## src/rtl/dacif_pkg.sv

```systemverilog
package dacif_pkg;

    typedef enum logic [1:0] {
        CTL_INP  = 2'b00,
        CTL_BOTH = 2'b01,
        CTL_ALL  = 2'b10,
        CTL_NOP  = 2'b11
    } ctl_e;

    typedef enum logic [1:0] {
        ST_IDLE  = 2'b00,
        ST_SHIFT = 2'b01,
        ST_EXEC  = 2'b10
    } frame_st_e;

endpackage

```

## src/rtl/dacif_sync.sv

```systemverilog
module dacif_sync #(
    parameter int          W      = 4,
    parameter int          STAGES = 2,
    parameter logic [W-1:0] RST   = '0
) (
    input  logic         clk,
    input  logic         rst_n,
    input  logic [W-1:0] d,
    output logic [W-1:0] q,
    output logic [W-1:0] q_prev
);

    for (genvar b = 0; b < W; b++) begin : g_bit
        logic [STAGES-1:0] chain;
        logic              last;

        always_ff @(posedge clk or negedge rst_n) begin
            if (!rst_n) begin
                chain <= {STAGES{RST[b]}};
                last  <= RST[b];
            end else begin
                chain <= {chain[STAGES-2:0], d[b]};
                last  <= chain[STAGES-1];
            end
        end

        assign q[b]      = chain[STAGES-1];
        assign q_prev[b] = last;
    end

endmodule

```

## src/rtl/dacif_frame.sv

```systemverilog
module dacif_frame
    import dacif_pkg::*;
#(
    parameter int WW = 16
) (
    input  logic          clk,
    input  logic          rst_n,
    input  logic          sclk_rise,
    input  logic          sclk_fall,
    input  logic          cs_fall,
    input  logic          cs_rise,
    input  logic          sdi_s,
    input  logic          mode_we,
    input  logic          mode_d,
    output logic          cmd_valid,
    output logic [WW-1:0] cmd_word,
    output logic          sdo,
    output logic          sdo_en
);

    localparam int CW = $clog2(WW + 2);
    localparam logic [CW-1:0] CNT_FULL = CW'(WW);
    localparam logic [CW-1:0] CNT_SAT  = CW'(WW + 1);

    frame_st_e     state_q, state_d;
    logic [WW-1:0] sreg_q;
    logic [CW-1:0] cnt_q;
    logic          sdo_q, sdo_en_q, mode_q;

    // state register
    always_ff @(posedge clk or negedge rst_n) begin
        if (!rst_n) state_q <= ST_IDLE;
        else        state_q <= state_d;
    end

    // next-state logic
    always_comb begin
        state_d = state_q;
        unique case (state_q)
            ST_IDLE:  if (cs_fall) state_d = ST_SHIFT;
            ST_SHIFT: if (cs_rise) state_d = (cnt_q == CNT_FULL) ? ST_EXEC : ST_IDLE;
            ST_EXEC:  state_d = ST_IDLE;
            default:  state_d = ST_IDLE;
        endcase
    end

    // datapath and outputs
    always_ff @(posedge clk or negedge rst_n) begin
        if (!rst_n) begin
            sreg_q   <= '0;
            cnt_q    <= '0;
            sdo_q    <= 1'b0;
            sdo_en_q <= 1'b0;
            mode_q   <= 1'b0;
        end else begin
            unique case (state_q)
                ST_IDLE: begin
                    if (cs_fall) begin
                        cnt_q    <= '0;
                        sdo_q    <= sreg_q[WW-1];
                        sdo_en_q <= 1'b1;
                    end
                end
                ST_SHIFT: begin
                    if (cs_rise) begin
                        sdo_en_q <= 1'b0;
                    end else begin
                        if (sclk_rise) begin
                            sreg_q <= {sreg_q[WW-2:0], sdi_s};
                            if (cnt_q != CNT_SAT) cnt_q <= cnt_q + 1'b1;
                            if (mode_q) sdo_q <= sreg_q[WW-1];
                        end
                        if (sclk_fall && !mode_q) sdo_q <= sreg_q[WW-1];
                    end
                end
                ST_EXEC: begin
                end
                default: begin
                end
            endcase
            if (mode_we) mode_q <= mode_d;
        end
    end

    assign cmd_valid = (state_q == ST_EXEC);
    assign cmd_word  = sreg_q;
    assign sdo       = sdo_q;
    assign sdo_en    = sdo_en_q;

    AST_SHORT_DISCARD: assert property (@(posedge clk) disable iff (!rst_n)
        (state_q == ST_SHIFT && cs_rise && cnt_q != CNT_FULL) |=> (state_q != ST_EXEC));

    AST_CNT_BOUND: assert property (@(posedge clk) disable iff (!rst_n)
        cnt_q <= CNT_SAT);

    AST_IDLE_IGNORES_SCLK: assert property (@(posedge clk) disable iff (!rst_n)
        (state_q == ST_IDLE && !cs_fall) |=> $stable(sreg_q));

    AST_SDO_OFF_UNSELECTED: assert property (@(posedge clk) disable iff (!rst_n)
        (state_q != ST_SHIFT) |-> !sdo_en_q);

endmodule

```

## src/rtl/dacif_chanbank.sv

```systemverilog
module dacif_chanbank
    import dacif_pkg::*;
#(
    parameter int NCH = 4,
    parameter int DW  = 12,
    parameter int CHB = 2,
    parameter int WW  = CHB + 2 + DW
) (
    input  logic                    clk,
    input  logic                    rst_n,
    input  logic                    cmd_valid,
    input  logic [WW-1:0]           cmd_word,
    input  logic                    ldac_act,
    output logic [NCH-1:0][DW-1:0]  dac_code,
    output logic                    mode_we,
    output logic                    mode_d
);

    ctl_e               ctl;
    logic [CHB-1:0]     sel;
    logic [DW-1:0]      data;
    logic [NCH-1:0][DW-1:0] inp_all;

    assign sel  = cmd_word[WW-1 -: CHB];
    assign ctl  = ctl_e'(cmd_word[DW+1:DW]);
    assign data = cmd_word[DW-1:0];

    assign mode_we = cmd_valid && (ctl == CTL_NOP);
    assign mode_d  = data[0];

    for (genvar g = 0; g < NCH; g++) begin : g_ch
        logic          hit;
        logic [DW-1:0] inp_r, dac_r;

        assign hit = cmd_valid && (sel == CHB'(g));

        always_ff @(posedge clk or negedge rst_n) begin
            if (!rst_n) begin
                inp_r <= '0;
                dac_r <= '0;
            end else begin
                if (hit && (ctl == CTL_INP || ctl == CTL_BOTH)) inp_r <= data;
                if (hit && ctl == CTL_BOTH)                     dac_r <= data;
                else if (cmd_valid && ctl == CTL_ALL)           dac_r <= inp_r;
                else if (ldac_act)                              dac_r <= inp_r;
            end
        end

        assign inp_all[g]  = inp_r;
        assign dac_code[g] = dac_r;
    end

    AST_INP_HOLD: assert property (@(posedge clk) disable iff (!rst_n)
        !cmd_valid |=> $stable(inp_all));

    AST_DAC_HOLD: assert property (@(posedge clk) disable iff (!rst_n)
        (!cmd_valid && !ldac_act) |=> $stable(dac_code));

    AST_LDAC_COPY: assert property (@(posedge clk) disable iff (!rst_n)
        (ldac_act && !cmd_valid) |=> (dac_code == $past(inp_all)));

    AST_ALL_COPY: assert property (@(posedge clk) disable iff (!rst_n)
        (cmd_valid && ctl == CTL_ALL) |=> (dac_code == $past(inp_all)));

endmodule

```

## src/rtl/dacif_quad.sv

```systemverilog
module dacif_quad
    import dacif_pkg::*;
#(
    parameter int NCH    = 4,
    parameter int DW     = 12,
    parameter int STAGES = 2
) (
    input  logic                   clk,
    input  logic                   rst_n,
    input  logic                   cs_n,
    input  logic                   sclk,
    input  logic                   sdi,
    input  logic                   ldac_n,
    output logic                   sdo,
    output logic                   sdo_en,
    output logic [NCH-1:0][DW-1:0] dac_code
);

    localparam int CHB = (NCH > 1) ? $clog2(NCH) : 1;
    localparam int WW  = CHB + 2 + DW;

    // bit order: {ldac_n, cs_n, sdi, sclk}
    logic [3:0] s_q, s_prev;

    dacif_sync #(.W(4), .STAGES(STAGES), .RST(4'b1100)) i_sync (
        .clk    (clk),
        .rst_n  (rst_n),
        .d      ({ldac_n, cs_n, sdi, sclk}),
        .q      (s_q),
        .q_prev (s_prev)
    );

    logic sclk_rise, sclk_fall, cs_fall, cs_rise, ldac_act;
    assign sclk_rise = s_q[0] & ~s_prev[0];
    assign sclk_fall = ~s_q[0] & s_prev[0];
    assign cs_fall   = ~s_q[2] & s_prev[2];
    assign cs_rise   = s_q[2] & ~s_prev[2];
    assign ldac_act  = ~s_q[3];

    logic          cmd_valid, mode_we, mode_d;
    logic [WW-1:0] cmd_word;

    dacif_frame #(.WW(WW)) i_frame (
        .clk       (clk),
        .rst_n     (rst_n),
        .sclk_rise (sclk_rise),
        .sclk_fall (sclk_fall),
        .cs_fall   (cs_fall),
        .cs_rise   (cs_rise),
        .sdi_s     (s_q[1]),
        .mode_we   (mode_we),
        .mode_d    (mode_d),
        .cmd_valid (cmd_valid),
        .cmd_word  (cmd_word),
        .sdo       (sdo),
        .sdo_en    (sdo_en)
    );

    dacif_chanbank #(.NCH(NCH), .DW(DW), .CHB(CHB), .WW(WW)) i_bank (
        .clk       (clk),
        .rst_n     (rst_n),
        .cmd_valid (cmd_valid),
        .cmd_word  (cmd_word),
        .ldac_act  (ldac_act),
        .dac_code  (dac_code),
        .mode_we   (mode_we),
        .mode_d    (mode_d)
    );

    AST_EN_DROPS_AFTER_SELECT: assert property (@(posedge clk) disable iff (!rst_n)
        cs_rise |=> !sdo_en);

endmodule

```

## config.mk

```make
export PLATFORM = sky130hd
export DESIGN_NAME = dacif_quad
export DESIGN_NICKNAME = d
export VERILOG_FILES = /design/src/rtl/dacif_pkg.sv /design/src/rtl/dacif_sync.sv /design/src/rtl/dacif_frame.sv /design/src/rtl/dacif_chanbank.sv /design/src/rtl/dacif_quad.sv
export SDC_FILE = /design/constraint.sdc
export NUM_CORES = 1
export LEC_CHECK = 0
export BUFFER_PORTS_ARGS = -buffer_cell sky130_fd_sc_hd__buf_2
export CORE_UTILIZATION = 63
export DETAILED_ROUTE_END_ITERATION = 12
export PLACE_DENSITY = 0.86
export SETUP_SLACK_MARGIN = 0.5
export SYNTH_ARGS = -nofsm -noshare
export SYNTH_HDL_FRONTEND = slang
export SYNTH_SLANG_ARGS = --single-unit
```

## constraint.sdc

```tcl
create_clock -name clk -period 2.7 [get_ports clk]
set_input_delay 0.54 -clock clk [delete_from_list [all_inputs] [get_ports clk]]
set_output_delay 0.54 -clock clk [all_outputs]
set_load 0.05 [all_outputs]
```

# == Word-level counts from Yosys, hierarchy flattened ==
# Index checks and enable logic that the tools add are counted.
# word_totals
out_inout_bits,50
in_bits,6
register_bits,132
# op_classes
reduce_logical,26
n_bitwise,9
eq_ne,21
mux,30
addsub,1
# ops
op,count
2-to-1 mux 12 bit,12
2-to-1 mux 5 bit,4
inequality test 3 x 1 -> 1 bit (second input constant),6
logical AND 1 bit,15
equality test 2 bit (second input constant),5
case mux 5 bit (2 select lines),1
AND reduction 5 bit,2
2-to-1 mux 1 bit,7
equality test 2 x 1 -> 1 bit (second input constant),3
logical NOT 2 bit,3
2-to-1 mux 2 bit,3
inequality test 2 bit (second input constant),3
AND reduction 3 bit,2
adder 5 x 1 -> 5 bit (second input constant),1
equality test 5 bit (second input constant),1
inequality test 5 bit (second input constant),1
NOT 1 bit,5
bitwise AND 1 bit,4
inequality test 2 x 1 -> 1 bit (second input constant),2
case mux 1 bit (2 select lines),2
case mux 2 bit (2 select lines),1
AND reduction 2 bit,1
nonzero test 2 bit,1
logical NOT 1 bit,1
logical OR 1 bit,1

# == Depth between registers and ports, before layout ==
# logic_depth
depth_word,6
depth_mapped,6
mapped_depth_nobuf,6

# == By module ==
# Synthesis repeated with hierarchy kept, for this count alone.
# hier_totals
hier_cells,389
hier_area_um2,5934.4
# by_module_without_submodules
module,cells_per_inst,area_each_um2,instances,seq_area_each_um2
dacif_chanbank,277,4322.9,1,2402.3
dacif_frame,87,1204.9,1,650.6
dacif_sync,20,367.9,1,307.8
dacif_quad,5,38.8,1,0.0

# == Least setup slack after synthesis ==
# Ideal clock, no wire load.
# synth_path
kind,register to register
start,reg i_sync.g_bit[2].last
end,"reg i_frame.sreg_q[10], in the netlist i_frame.cmd_word[10]"
setup_slack_ns,1.137
t_arrival_ns,1.439
path_stages_with_launch,5
setup_ns,0.125
n_path_buf,1
required_time_ns,2.575
cell_sequence,dfstp_2 -> nor2b_1 -> nor3_4 -> buf_4 -> mux2_2
# synth_via
elab_chain_cells,4
# synth_lines
item,line,rtl
from (decl),dacif_sync.sv:15,logic last;
from (signal assigned),dacif_sync.sv:20,last <= RST[b];
from (signal assigned),dacif_sync.sv:23,last <= chain[STAGES-1];
NOT 1 bit,dacif_quad.sv:37,assign cs_rise = s_q[2] & ~s_prev[2];
bitwise AND 1 bit,dacif_quad.sv:37,
NOT 1 bit (no source line),n/a,
AND reduction 3 bit (no source line),n/a,
to (signal assigned),dacif_frame.sv:69,"sreg_q <= {sreg_q[WW-2:0], sdi_s};"
to (decl),dacif_frame.sv:26,logic [WW-1:0] sreg_q;
# No other way between the ends.
# A chain may end at the register's enable or synchronous reset.

# == Worst setup path after layout ==
# layout_path
start,reg i_frame.state_q[0]
end,reg i_bank.g_ch[0].dac_r[6]
# layout_via
elab_chain_cells,4
elab_cells_between_ends,7
classes_between,eq/ne (2); mux (2); reduce/logical (3)
# layout_lines
item,line,rtl
from (decl),dacif_frame.sv:25,"frame_st_e state_q, state_d;"
from (signal assigned),dacif_frame.sv:33,else state_q <= state_d;
equality test 2 bit *,dacif_frame.sv:85,assign cmd_valid = (state_q == ST_EXEC);
"logical AND 1 bit, on equally long branches","dacif_chanbank.sv:35, dacif_chanbank.sv:44",
logical AND 1 bit / 2-to-1 mux 12 bit (equally long branches),"dacif_chanbank.sv:43, dacif_chanbank.sv:44",
inequality test 3 x 1 -> 1 bit (no source line) / 2-to-1 mux 12 bit (equally long branches),n/a,
to (signal assigned),dacif_chanbank.sv:43,if (hit && ctl == CTL_BOTH) dac_r <= data;
to (signal assigned),dacif_chanbank.sv:44,else if (cmd_valid && ctl == CTL_ALL) dac_r <= inp_r;
to (signal assigned),dacif_chanbank.sv:45,else if (ldac_act) dac_r <= inp_r;
to (decl),dacif_chanbank.sv:33,"logic [DW-1:0] inp_r, dac_r;"
# Every way passes the cells marked *; elsewhere a longest branch is shown, timed or not.

==> flow_summary.yaml <==
outcome:
  status: "finished, final reports clean"
worst_setup_path:
  critPathLaunchType: "register"
  cp-startpoint: "i_frame.state_q[0]$_DFFE_PN0P_"
  rr_endpoint: "i_bank.g_ch[0].dac_r[6]$_DFFE_PN0P_"
  cp-end-kind: "register"
  required_ns: 3.04
  cp_top_family: "simple AND/OR/NAND/NOR gates"
  worstRegToRegCells: 4
  cp.arrival_ns: 2.26
  critPathBufInv: 0
  cp-endpoint: "i_bank.g_ch[0].dac_r[6]$_DFFE_PN0P_"
  worst_path_max_delay_cell: "nand2_1"
  r2r_slack_ns: 0.78
  r2r_start: "i_frame.state_q[0]$_DFFE_PN0P_"
  critPathMaxStageDelay_ns: 0.47
  path_max_fanout: 24
  crit_type: "reg2reg"
  path_cells: "and4bb_1 -> nand2_1 -> nor2_1 -> a31oi_1"
  cp.depth: 4
die:
  dieWidth_um: 95.2
  ios: 56
  initial_core_util: 0.660
  rows: 33
  fp.coreArea_um2: 8300
  chipHeight_um: 95.2
  dieArea_um2: 9070
hold_path:
  hold_path_depth: 1
  hp-class: "in2reg"
global_route:
  grt_pass1_wl_um: 20000
  grt_max_degree: 115
  grt_pass1_vias: 3934
  antenna_found_initial: 0
  grt_usage: 0.303
  grt-ovfl-total: 0
clock_tree:
  root_buffer: "clkbuf_8"
  cts_setup_buffers: 0
  cts_made_buffers: 17
  clk_path_buf_depth: 2
  cts_max_level: 4
  clock_sinks: 132
  cts_tree: "built"
  clk_latency_ns: 0.52
  path_clk_slew_ns: 0.06
sta:
  hold_viol: 0
  worstMarginPinSlew_ns: 0.771
  rsz0062_at_grt: "false"
  post-route-min-period_ns: 1.92
  slew_headroom: 0.485
  period_share: 0.711
  setup_tns_ns: 0
  report.final.slew_viol_count: 0
  clock.fmax_mhz: 521
  setup_violations: 0
  skew_ns: 0.00779
detailed_routing:
  antenna_left: 0
  wl_per_cell_um: 19.6
  drc: 0
  wirelength_um: 12700
  vias: 3980
  initialDrtViolationCount: 371
  first_pass_iters: 5
  viasPerCell: 6.13
synthesis:
  synthTopCellsByArea: "dfrtp_1 58%, mux2_2 14%, a21oi_1 6.9%"
  post-synth-top-area-fraction: 0.580
  avgSynthCellArea_um2: 11.2
  yosys_most_used_dff: "dfrtp_1"
  yosys.area.top_type: "dfrtp_1"
  synth-seq-cells: 132
  synth-seq-area-share: 0.604
  synthCells: 489
  synth.net_count: 498
  synth.distinct_cells: 34
  async_flop_share: 1.00
  synth_edf_count: 0
  mappedNetlistArea_um2: 5480
  yosysWarnings: 0
cells_and_area:
  stdcell_area_um2: 6410
  post_route_cells_drive_above_1_share: 0.303
  fin_nets: 541
  num_antenna_cells: 0
  area_delta_synth_final_pct: 17.1
  final_util: 0.773
place:
  gp_congestion: 0.847
  portBuffers: 55
  place.detailed.hpwl_um: 7190
  post_dp_cell_area_um2: 5750
power:
  vdd_ir_drop_max_mv: 0.530
  p_total_mw: 5.05
  p_leak_nw: 3.27
  power_per_cell_area_nw_per_um2: 788
flow_run:
  maxCapViolCount: 0
worst min-delay path by stage:
| stage | start | end | slack, ns |
|---|---|---|---|
| 2_1_floorplan | rst_n | i_bank.g_ch[0].dac_r[0]$_DFFE_PN0P_ | 0.24 |
| 3_3_place_gp | i_sync.g_bit[1].chain[0]$_DFF_PN0_ | i_sync.g_bit[1].chain[1]$_DFF_PN0_ | 0.33 |
| 3_5_place_dp | i_sync.g_bit[0].chain[0]$_DFF_PN0_ | i_sync.g_bit[0].chain[1]$_DFF_PN0_ | 0.34 |
| 4_1_cts | ldac_n | i_sync.g_bit[3].chain[0]$_DFF_PN1_ | 0.10 |
| 5_1_grt | cs_n | i_sync.g_bit[2].chain[0]$_DFF_PN1_ | 0.1 |
| 6_report | ldac_n | i_sync.g_bit[3].chain[0]$_DFF_PN1_ | 0.12 |
sequential cells by signal (all words and copies together) (netlist names):
| signal | flops |
|---|---|
| i_frame.cmd_word | 16 |
| i_bank.g_ch.inp_r | 48 |
| i_frame.sdo | 1 |
| i_frame.sdo_en | 1 |
| i_frame.state_q | 2 |
| i_frame.cnt_q | 5 |
| i_frame.mode_q | 1 |
| i_bank.g_ch.dac_r | 48 |
| i_sync.g_bit.last | 2 |
| i_sync.g_bit.chain | 8 |
kinds of logic after synthesis:
family                     after synthesis  synth area share
AOI/OAI and AO/OA                       97            0.0930
adders and majority gates                3           0.00685
buffers and inverters                   39            0.0334
DFF                                    132             0.604
muxes                                   66             0.136
and+or+nand+nor                        152             0.127
routing by layer:
layer,vias to the layer above,global-route usage,wire [um]
met2,177,0.501,6440
met4,0,0.116,225
met5,-,0,0
met1,2020,0.387,5310
met3,25,0.0742,744
li1,1758,-,-
worst register-to-register path: stages (launching register included):
cell,delay [ns]
dfrtp_1,0.45
and4bb_1,0.43
nand2_1,0.48
nor2_1,0.29
a31oi_1,0.09
cell usage in the layout (no fill, tap or decap), types with 3 or more instances in the layout:
master / netlist / routed
inv_1: 4 / 4
a31oi_1: 13 / 13
dfrtp_1: 127 / 127
o21ai_0: 6 / 6
nor2b_1: 4 / 4
clkbuf_16: 0 / 16
dfstp_2: 5 / 5
nand3_1: 3 / 3
nor2_1: 51 / 51
buf_4: 6 / 3
nand2_1: 70 / 70
ha_1: 3 / 3
bufinv_16: 0 / 6
buf_2: 11 / 54
a21oi_1: 76 / 76
mux2_2: 66 / 66
final cells by class:
type                       count  area (um2)
sequential                   132        3310
multi-input combinational    318        1990
fill                         476        1890
clock buffer                  18         418
timing repair buffer          59         323
clock inverter                13         231
tap                          105         131
inverter                       4        15.0
power breakdown:
group	internal [mW]	total (mW)	switching [mW]
Clock	1.68	2.53	0.846
Sequential	2.06	2.30	0.240
Combinational	0.0928	0.227	0.134
Total	3.83	5.05	1.22
synth_stat cells, types with 2 or more instances:
| cell | count |
|---|---|
| and2_1 | 3 |
| o21ai_0 | 6 |
| clkbuf_1 | 7 |
| nand4_1 | 2 |
| nand3_1 | 3 |
| a31oi_1 | 13 |
| and3_1 | 2 |
| mux2_2 | 66 |
| inv_1 | 4 |
| nand4b_1 | 2 |
| or4_1 | 2 |
| buf_1 | 11 |
| nor2b_1 | 4 |
| dfstp_2 | 5 |
| ha_1 | 3 |
| dfrtp_1 | 127 |
| buf_4 | 6 |
| nand2b_1 | 2 |
| nor3b_1 | 2 |
| buf_2 | 11 |
| a21oi_1 | 76 |
| nor2_1 | 51 |
| nand2_1 | 70 |
per-stage QoR:
stage | worst slack, ns | hold WS [ns] | cells
after global placement | 0.845 | 0.332 | 617
after CTS | 0.656 | 0.100 | 649
final | 0.780 | 0.119 | 649
after detailed placement | 0.696 | 0.343 | 617
after global routing | 0.679 | 0.0974 | 649
after floorplan | 1.14 | 0.244 | 489
timing repair:
item	CTS	global route
hold endpoints to repair	18	0
resized for setup	0	1
hold buffers	1	0
setup endpoints to repair	0	3
(Power assumes the default switching activity.)
